`src/rtl/dps_pkg.sv`:
```
package dps_pkg;

    localparam logic [3:0] EXP_MIN = 4'd2;
    localparam logic [3:0] EXP_MAX = 4'd11;
    localparam int unsigned BLK_CW = int'(EXP_MAX) - int'(EXP_MIN) + 1;

    typedef enum logic [1:0] {
        DS_IDLE = 2'd0,
        DS_XFER = 2'd1,
        DS_WAIT = 2'd2,
        DS_HALT = 2'd3
    } dps_state_e;

    typedef struct packed {
        logic blk_end;
        logic data_end;
        logic timeout;
        logic underrun;
        logic overrun;
    } dps_evt_t;

    function automatic logic [3:0] clamp_exp(input logic [3:0] e);
        if (e < EXP_MIN) return EXP_MIN;
        if (e > EXP_MAX) return EXP_MAX;
        return e;
    endfunction

    function automatic int unsigned len_bits(input bit wide);
        return wide ? 24 : 16;
    endfunction

endpackage

```
`src/rtl/dps_timer.sv`:
```
module dps_timer #(
    parameter int unsigned TW = 16
) (
    input  logic          clk,
    input  logic          rst,
    input  logic          start,
    input  logic [TW-1:0] start_val,
    input  logic          reload,
    input  logic          count,
    output logic          at_limit
);
    logic [TW-1:0] cnt_q;
    logic [TW-1:0] val_q;

    always_ff @(posedge clk) begin
        if (rst) begin
            cnt_q <= '0;
            val_q <= '0;
        end else if (start) begin
            val_q <= start_val;
            cnt_q <= start_val;
        end else if (reload) begin
            cnt_q <= val_q;
        end else if (count && (cnt_q != '0)) begin
            cnt_q <= cnt_q - TW'(1);
        end
    end

    assign at_limit = (cnt_q <= TW'(1));

endmodule

```
`src/rtl/dps_wordcnt.sv`:
```
module dps_wordcnt
    import dps_pkg::*;
#(
    parameter int unsigned WW = 15
) (
    input  logic          clk,
    input  logic          rst,
    input  logic          load,
    input  logic [WW-1:0] load_words,
    input  logic [3:0]    load_exp,
    input  logic          step,
    output logic [WW-1:0] words_left,
    output logic          last_word,
    output logic          rem_zero,
    output logic          blk_last
);
    logic [WW-1:0]     rem_q;
    logic [BLK_CW-1:0] blk_q;
    logic [BLK_CW-1:0] lim_q;

    always_ff @(posedge clk) begin
        if (rst) begin
            rem_q <= '0;
            blk_q <= '0;
            lim_q <= '0;
        end else if (load) begin
            rem_q <= load_words;
            blk_q <= '0;
            lim_q <= (BLK_CW'(1) << (load_exp - EXP_MIN)) - BLK_CW'(1);
        end else if (step) begin
            rem_q <= rem_q - WW'(1);
            blk_q <= (blk_q == lim_q) ? '0 : blk_q + BLK_CW'(1);
        end
    end

    assign words_left = rem_q;
    assign last_word  = (rem_q == WW'(1));
    assign rem_zero   = (rem_q == '0);
    assign blk_last   = (blk_q == lim_q);

endmodule

```
`src/rtl/dps_ctrl.sv`:
```
module dps_ctrl
    import dps_pkg::*;
(
    input  logic     clk,
    input  logic     rst,
    input  logic     en,
    input  logic     dir_in,
    input  logic     has_words,
    input  logic     fifo_empty,
    input  logic     fifo_full,
    input  logic     card_rdy,
    input  logic     card_vld,
    input  logic     card_busy,
    input  logic     last_word,
    input  logic     rem_zero,
    input  logic     blk_last,
    input  logic     tmr_at_limit,
    output logic     start,
    output logic     step,
    output logic     pop,
    output logic     push,
    output logic     tmr_reload,
    output logic     tmr_count,
    output dps_evt_t evt
);
    dps_state_e st_q, st_d;
    logic       dir_q;
    dps_evt_t   evt_d;

    logic in_x, in_w, under, over, blk_done, fin, release_w, tmo_hit;

    always_comb begin
        start     = en && (st_q == DS_IDLE);
        in_x      = en && (st_q == DS_XFER);
        in_w      = en && (st_q == DS_WAIT);
        pop       = in_x && !dir_q && card_rdy && !fifo_empty;
        push      = in_x && dir_q && card_vld && !fifo_full;
        under     = in_x && !dir_q && card_rdy && fifo_empty;
        over      = in_x && dir_q && card_vld && fifo_full;
        step      = pop || push;
        blk_done  = step && blk_last;
        fin       = step && last_word;
        release_w = in_w && !card_busy;
        tmr_count = (in_x && !step) || (in_w && card_busy);
        tmo_hit   = tmr_count && tmr_at_limit && !under && !over;
        tmr_reload = blk_done || fin || release_w;
    end

    always_comb begin
        st_d = st_q;
        if (!en) begin
            st_d = DS_IDLE;
        end else begin
            unique case (st_q)
                DS_IDLE: st_d = has_words ? DS_XFER : DS_HALT;
                DS_XFER: begin
                    if (under || over || tmo_hit)       st_d = DS_HALT;
                    else if ((blk_done || fin) && !dir_q) st_d = DS_WAIT;
                    else if (fin)                       st_d = DS_HALT;
                end
                DS_WAIT: begin
                    if (release_w)    st_d = rem_zero ? DS_HALT : DS_XFER;
                    else if (tmo_hit) st_d = DS_HALT;
                end
                default: st_d = DS_HALT;
            endcase
        end
    end

    always_comb begin
        evt_d          = '0;
        evt_d.blk_end  = blk_done;
        evt_d.data_end = (start && !has_words) || (fin && dir_q) ||
                         (release_w && rem_zero);
        evt_d.timeout  = tmo_hit;
        evt_d.underrun = under;
        evt_d.overrun  = over;
    end

    always_ff @(posedge clk) begin
        if (rst) begin
            st_q  <= DS_IDLE;
            dir_q <= 1'b0;
            evt   <= '0;
        end else begin
            st_q <= st_d;
            evt  <= evt_d;
            if (start) dir_q <= dir_in;
        end
    end

endmodule

```
`src/rtl/blkxfer_seq.sv`:
```
module blkxfer_seq
    import dps_pkg::*;
#(
    parameter bit          WIDE_LEN = 1'b0,
    parameter int unsigned TMR_W    = 16,
    parameter int unsigned DW       = 32,
    localparam int unsigned LEN_W   = len_bits(WIDE_LEN)
) (
    input  logic             clk,
    input  logic             rst,
    input  logic             ctl_en,
    input  logic             ctl_dir,
    input  logic [3:0]       ctl_exp,
    input  logic [LEN_W-1:0] xfer_len,
    input  logic [TMR_W-1:0] tmo_count,
    input  logic             fifo_empty,
    input  logic             fifo_full,
    input  logic [DW-1:0]    fifo_rdata,
    output logic             fifo_pop,
    output logic             fifo_push,
    output logic [DW-1:0]    fifo_wdata,
    input  logic             card_rdy,
    output logic             card_wvld,
    output logic [DW-1:0]    card_wdata,
    input  logic             card_vld,
    input  logic [DW-1:0]    card_rdata,
    output logic             card_rack,
    input  logic             card_busy,
    output logic [LEN_W-2:0] words_left,
    output logic             ev_blk_end,
    output logic             ev_data_end,
    output logic             ev_timeout,
    output logic             ev_underrun,
    output logic             ev_overrun
);
    localparam int unsigned WW = LEN_W - 1;

    logic [WW-1:0] words_req;
    logic          has_words;
    logic          start, step, tmr_reload, tmr_count, tmr_at_limit;
    logic          last_word, rem_zero, blk_last;
    dps_evt_t      evt;

    assign words_req = {1'b0, xfer_len[LEN_W-1:2]} + WW'(|xfer_len[1:0]);
    assign has_words = |xfer_len;

    dps_ctrl u_ctrl (
        .clk          (clk),
        .rst          (rst),
        .en           (ctl_en),
        .dir_in       (ctl_dir),
        .has_words    (has_words),
        .fifo_empty   (fifo_empty),
        .fifo_full    (fifo_full),
        .card_rdy     (card_rdy),
        .card_vld     (card_vld),
        .card_busy    (card_busy),
        .last_word    (last_word),
        .rem_zero     (rem_zero),
        .blk_last     (blk_last),
        .tmr_at_limit (tmr_at_limit),
        .start        (start),
        .step         (step),
        .pop          (fifo_pop),
        .push         (fifo_push),
        .tmr_reload   (tmr_reload),
        .tmr_count    (tmr_count),
        .evt          (evt)
    );

    dps_wordcnt #(.WW(WW)) u_wcnt (
        .clk        (clk),
        .rst        (rst),
        .load       (start),
        .load_words (words_req),
        .load_exp   (clamp_exp(ctl_exp)),
        .step       (step),
        .words_left (words_left),
        .last_word  (last_word),
        .rem_zero   (rem_zero),
        .blk_last   (blk_last)
    );

    dps_timer #(.TW(TMR_W)) u_tmr (
        .clk       (clk),
        .rst       (rst),
        .start     (start),
        .start_val (tmo_count),
        .reload    (tmr_reload),
        .count     (tmr_count),
        .at_limit  (tmr_at_limit)
    );

    assign card_wvld  = fifo_pop;
    assign card_wdata = fifo_rdata;
    assign card_rack  = fifo_push;
    assign fifo_wdata = card_rdata;

    assign ev_blk_end  = evt.blk_end;
    assign ev_data_end = evt.data_end;
    assign ev_timeout  = evt.timeout;
    assign ev_underrun = evt.underrun;
    assign ev_overrun  = evt.overrun;

endmodule

```
`config.mk`:
```
export PLATFORM = sky130hd
export DESIGN_NAME = blkxfer_seq
export DESIGN_NICKNAME = d
export VERILOG_FILES = /design/src/rtl/dps_pkg.sv /design/src/rtl/dps_timer.sv /design/src/rtl/dps_wordcnt.sv /design/src/rtl/dps_ctrl.sv /design/src/rtl/blkxfer_seq.sv
export SDC_FILE = /design/constraint.sdc
export NUM_CORES = 1
export LEC_CHECK = 0
export BUFFER_PORTS_ARGS = -buffer_cell sky130_fd_sc_hd__buf_2
export CAP_MARGIN = 40
export CORE_MARGIN = 5
export CORE_UTILIZATION = 45
export CTS_CLUSTER_DIAMETER = 60
export CTS_CLUSTER_SIZE = 30
export DETAILED_ROUTE_END_ITERATION = 12
export HOLD_SLACK_MARGIN = 0.06
export PLACE_DENSITY = 0.86
export SYNTH_ARGS = -nofsm -noshare
export SYNTH_HDL_FRONTEND = slang
export SYNTH_SLANG_ARGS = --single-unit
```
`constraint.sdc`:
```
create_clock -name clk -period 5 [get_ports clk]
set_clock_uncertainty 0.05 [all_clocks]
set_input_delay 1.5 -clock clk [delete_from_list [all_inputs] [get_ports clk]]
set_output_delay 1.5 -clock clk [all_outputs]
set_load 0.01 [all_outputs]
```
## Word level (Yosys, flattened, before mapping)

Cells that the tools add are included.

- Bits in registers: 75
- Output and inout port bits: 88
- Bits of input ports: 109
- Word-level logic and storage cells: 100

- Order comparisons: 3
- Reduce and logical (&&, ||, !) cells: 50
- Shift-type cells: 1
- Equal/unequal tests: 6
- Multiplexer cells: 21
- Bitwise gates (word level): 1
- Add/subtract/negate cells: 6

Operators with widths:

| kind | number |
|---|---|
| 16-bit two-way mux | 3 |
| 15-bit two-way mux | 2 |
| 1-bit logical AND | 24 |
| 16-bit by 1-bit less-or-equal comparator with 1-bit output, second input constant | 1 |
| 4-bit two-way mux | 4 |
| 16-bit nonzero test | 1 |
| 16-bit OR reduction | 1 |
| 16-bit by 1-bit subtractor with 16-bit output, second input constant | 1 |
| 14-bit by 1-bit adder with 15-bit output | 1 |
| 15-bit by 1-bit == test with 1-bit output, second input constant | 1 |
| 15-bit logical NOT | 1 |
| 15-bit by 1-bit subtractor with 15-bit output, second input constant | 1 |
| 2-bit two-way mux | 7 |
| 10-bit by 1-bit adder with 10-bit output, second input constant | 1 |
| 10-bit == test | 1 |
| 10-bit two-way mux | 1 |
| 1-bit by 4-bit << shifter with 10-bit output, first input constant | 1 |
| 10-bit by 2-bit subtractor with 10-bit output, second input constant | 1 |
| 1-bit logical NOT | 8 |
| 1-bit logical OR | 8 |
| 2-bit one-hot mux with 3 select lines | 1 |
| 2-bit OR reduction | 3 |
| 4-bit greater-than comparator, second input constant | 1 |
| 4-bit by 2-bit < comparator with 1-bit output, second input constant | 1 |
| other kinds (11) | 13 |

## Longest topological paths before layout

- Depth in word-level cells: 15
- Mapped depth: 16
- Mapped depth without buffers: 14

## By module

A second synthesis with hierarchy kept.

- Cell total of the unflattened synthesis: 610
- Area, all modules: 4,890.9 um^2

By module, submodules not included:

| module | sequential area each (um^2) | cells each | times used | area an instance (um^2) |
|---|---|---|---|---|
| dps_wordcnt | 700.7 | 223 | 1 | 1,870.5 |
| dps_timer | 640.6 | 219 | 1 | 1,716.6 |
| blkxfer_seq | 0.0 | 119 | 1 | 844.6 |
| dps_ctrl | 160.2 | 49 | 1 | 459.2 |

## Worst setup path before layout

Ideal clock, no wire load.

- Path type: input to register
- Start: input ctl_exp[3]
- End: register u_wcnt.lim_q[6]
- Buffers on the path: 2
- Library setup time: 0.091 ns
- Arrival: 4.013 ns
- Setup slack: 0.846 ns
- Stages: 14
- Required time: 4.859 ns
- Cells stage by stage: clkbuf_1 > xor2_1 > nand2_1 > inv_1 > ha_1 > or2_2 > o21ai_0 > a32o_1 > nand2_1 > ha_1 > clkbuf_1 > o221ai_1 > or3_1 > a311oi_1

- Longest elaborated chain between the ends: 8
- Elaborated cells between the ends (all ways): 11
- Classes of those cells: add/sub (2); order compare (2); shift (1); mux (6)

RTL lines:

| element | RTL line | text |
|---|---|---|
| from (decl) | blkxfer_seq.sv:13 | `input logic [3:0] ctl_exp,` |
| 4-bit greater-than comparator | dps_pkg.sv:24 | `if (e > EXP_MAX) return EXP_MAX;` |
| 1-bit two-way mux (2 in a row) | dps_pkg.sv:24 |  |
| 4-bit two-way mux | dps_pkg.sv:25 | `return e;` |
| 4-bit two-way mux (*) | dps_pkg.sv:24 |  |
| 4-bit by 2-bit subtractor with 4-bit output (*) | dps_wordcnt.sv:29 | `lim_q <= (BLK_CW'(1) << (load_exp - EXP_MIN)) - BLK_CW'(1);` |
| 1-bit by 4-bit << shifter with 10-bit output (*) | dps_wordcnt.sv:29 |  |
| 10-bit by 2-bit subtractor with 10-bit output (*) | dps_wordcnt.sv:29 |  |
| to (signal assigned) | dps_wordcnt.sv:29 |  |
| to (decl) | dps_wordcnt.sv:19 | `logic [BLK_CW-1:0] lim_q;` |

Mark *: on every way between the ends. The rest lies on a longest branch, timed or not. The select of a mux whose other input is x is not followed.
A chain may end at the register's enable or synchronous reset.

## Worst setup path after layout

- Start: input fifo_empty
- End: output card_wvld

- Longest elaborated chain between the ends: 2

RTL lines:

| element | RTL line | text |
|---|---|---|
| from (decl) | blkxfer_seq.sv:16 | `input logic fifo_empty,` |
| 1-bit logical NOT | dps_ctrl.sv:36 | `pop = in_x && !dir_q && card_rdy && !fifo_empty;` |
| 1-bit logical AND | dps_ctrl.sv:36 |  |
| to (decl) | blkxfer_seq.sv:23 | `output logic card_wvld,` |

Every way passes these cells.

==> results.json <==
{
  "status": "complete, no violations",
  "drtIter0Drc": 310,
  "yosysSeqAreaShare_pct": 30.4,
  "stdcell_count": 754,
  "ys_top_cells_by_area": "dfxtp_1 30%, buf_4 10%, nor2_1 6.2%, nand2_1 5.1%, xnor2_1 5.0%",
  "r2r_start": "u_wcnt.words_left[4]",
  "synth_ff_type": "dfxtp_1",
  "grt.total_usage_pct": 17.2,
  "ant_nets": 0,
  "hold_ws_ns": 0.405,
  "place_inst": 738,
  "final_cell_area_sq_mm": 0.00510,
  "vias": 4259,
  "synth.avg_cell_area_sq_um": 7.95,
  "finalCritPeriodShare_pct": 78.4,
  "min_from": "u_tmr.val_q[11]",
  "cts_buffers": 9,
  "grt_overflow": 0,
  "synth_seq_cells": 75,
  "root_buffer": "clkbuf_8",
  "powerDensity_mw_per_mm2": 303,
  "yosys.cell_types.count": 60,
  "post-synth-top-count-cell": "nor2_1",
  "start_kind": "primary input",
  "grt_pass1_vias": 4058,
  "clk_pin_slew_ns": 0.08,
  "cts_max_path_buffers": 2,
  "synthesis.instances": 621,
  "io_pins": 197,
  "placed_area_sq_mm": 0.00488,
  "drv_cap": 0,
  "end_kind": "output pin",
  "synthTopCellsByCount": "81 x nor2_1, 75 x dfxtp_1, 67 x nand2_1, 66 x buf_4, 29 x a21oi_1",
  "path_max_fanout": 4,
  "first_pass_iters": 5,
  "area_growth_pct": 3.27,
  "ys_async_sr_fraction_pct": 0,
  "dieArea_sq_mm": 0.0132,
  "r2r_cells": 7,
  "clk_latency_ns": 0.35,
  "clock.fmax_ghz": 0.255,
  "critical_path_arrival_ns": 2.37,
  "hpwl_um": 8380,
  "nets": 728,
  "placementRows": 38,
  "hold_buffers": 0,
  "numPortBuffers": 68,
  "hold_class": "flip-flop to flip-flop",
  "crit_type": "primary input to output pin",
  "tightest_slew_ns": 0.733,
  "setup_tns_ns": 0,
  "drv_slew": 0,
  "critPathLaunch": "fifo_empty",
  "r2r-end": "u_tmr.cnt_q[7]",
  "dieHeight_um": 115,
  "yosysWarnings": 0,
  "antenna_found_initial": 0,
  "via_per_inst": 5.65,
  "crit_path_end": "card_wvld",
  "gp_congestion": 0.936,
  "start_util_pct": 45.8,
  "tritoncts": "yes",
  "rsz0062_at_grt": "no",
  "cellLeakagePower_nw": 2.02,
  "synth_nets": 740,
  "synth_top_cell_area_share_pct": 30.4,
  "post_cts_resize_count": 0,
  "clock_sinks": 75,
  "die_x_um": 115,
  "rrSetupSlack_ns": 2.25,
  "vdd_drop_max_mv": 0.149,
  "max-slew-margin-rel_pct": 51.1,
  "htreeDepth": 3,
  "grt_max_degree": 47,
  "wl_per_cell_um": 15.0,
  "grt_first_pass_wirelength_um": 18800,
  "final_layout_size_suffix_gt1_share_pct": 17.6,
  "yosys.area.top_type": "dfxtp_1",
  "wl_um": 11300,
  "synth_area_sq_mm": 0.00494,
  "diodes": 0,
  "post-route-min-period_ns": 3.92,
  "crit_required_ns": 3.45,
  "synth_edf_count": 0,
  "design.core.area_sq_mm": 0.0108,
  "timing.final.hold_violations": 0,
  "cts_setup_buffers": 0,
  "setup_viol": 0,
  "drc_errors": 0
}
## flip-flops by register name, summed over array words and instances (netlist names)
| signal | count |
|---|---|
| u_tmr.cnt_q | 16 |
| u_tmr.val_q | 16 |
| u_wcnt.words_left | 15 |
| u_wcnt.blk_q | 10 |
| u_wcnt.lim_q | 10 |
| u_ctrl.evt | 5 |
| u_ctrl.st_q | 2 |
| u_ctrl.dir_q | 1 |
## layout by cell type, fill, tap and decap left out, types with 8 or more instances in the layout
cell	instances
o21ai_0	15
xnor2_1	28
xor2_1	27
a211oi_1	13
dfxtp_1	75
buf_2	68
nand3_1	13
nand2_1	67
nor4_1	14
mux2i_1	9
or3_1	8
clkbuf_8	9
ha_1	10
nand4_1	15
nor2_1	81
a21oi_1	29
nor3_1	14
inv_1	8
## how the worst min path moves through the flow
stage | end | slack, ns | cells after the start
after global routing | u_tmr.val_q[14] | 0.42 | 2
after floorplan | u_tmr.val_q[12] | 0.38 | 2
after CTS | u_tmr.val_q[11] | 0.41 | 2
after global placement | u_tmr.val_q[5] | 0.39 | 2
final | u_tmr.val_q[11] | 0.40 | 2
after detailed placement | u_tmr.val_q[11] | 0.40 | 2
## metal layers
metal,wire [um],global-route usage [%]
met1,4900,22.2
met2,5390,28.0
met3,741,3.84
met4,286,7.12
met5,0,0
## kinds of logic (layout without fill, tap and decap cells)
| kind of cell | after synthesis | count (layout) | share of synthesized area [%] |
|---|---|---|---|
| XOR/XNOR | 55 | 55 | 9.75 |
| AO/OA/AOI/OAI | 101 | 101 | 14.5 |
| flip-flops | 75 | 75 | 30.4 |
| buffers and inverters | 106 | 99 | 13.5 |
| AND/OR/NAND/NOR | 264 | 264 | 27.2 |
| adder cells (fa/ha/maj) | 10 | 10 | 2.53 |
| multiplexers | 10 | 10 | 2.13 |
## through the flow
step | util [%] | power (mW) | worst slack (ns)
2_1_floorplan | - | 1.00 | 0.846
3_3_place_gp | 45.0 | 1.03 | 0.840
3_5_place_dp | 45.3 | 1.04 | 0.727
4_1_cts | 47.3 | 1.55 | 1.09
5_1_grt | 47.3 | 1.63 | 0.680
6_report | 47.3 | 1.54 | 1.08
## layout make-up
| type | count | area (sq um) |
|---|---|---|
| fillers | 1020 | 5690 |
| multi-input cells | 440 | 2770 |
| flip-flops and latches | 75 | 1500 |
| repair buffers | 75 | 405 |
| well taps | 140 | 175 |
| clock buffers | 9 | 124 |
| clock inverters | 7 | 92.6 |
| inverters | 8 | 30.0 |
## report_power, final
group	switching (mW)	internal, mW	total, mW
clock	0.232	0.279	0.511
combinational	0.202	0.147	0.349
sequential	0.0446	0.639	0.683
total	0.478	1.07	1.54
## critical path, stage by stage
cell and delay, ns:
buf_2 0.11, or3b_1 0.43, nor2_1 0.17, buf_2 0.16
No activity file was read; power rests on OpenSTA's default activity.
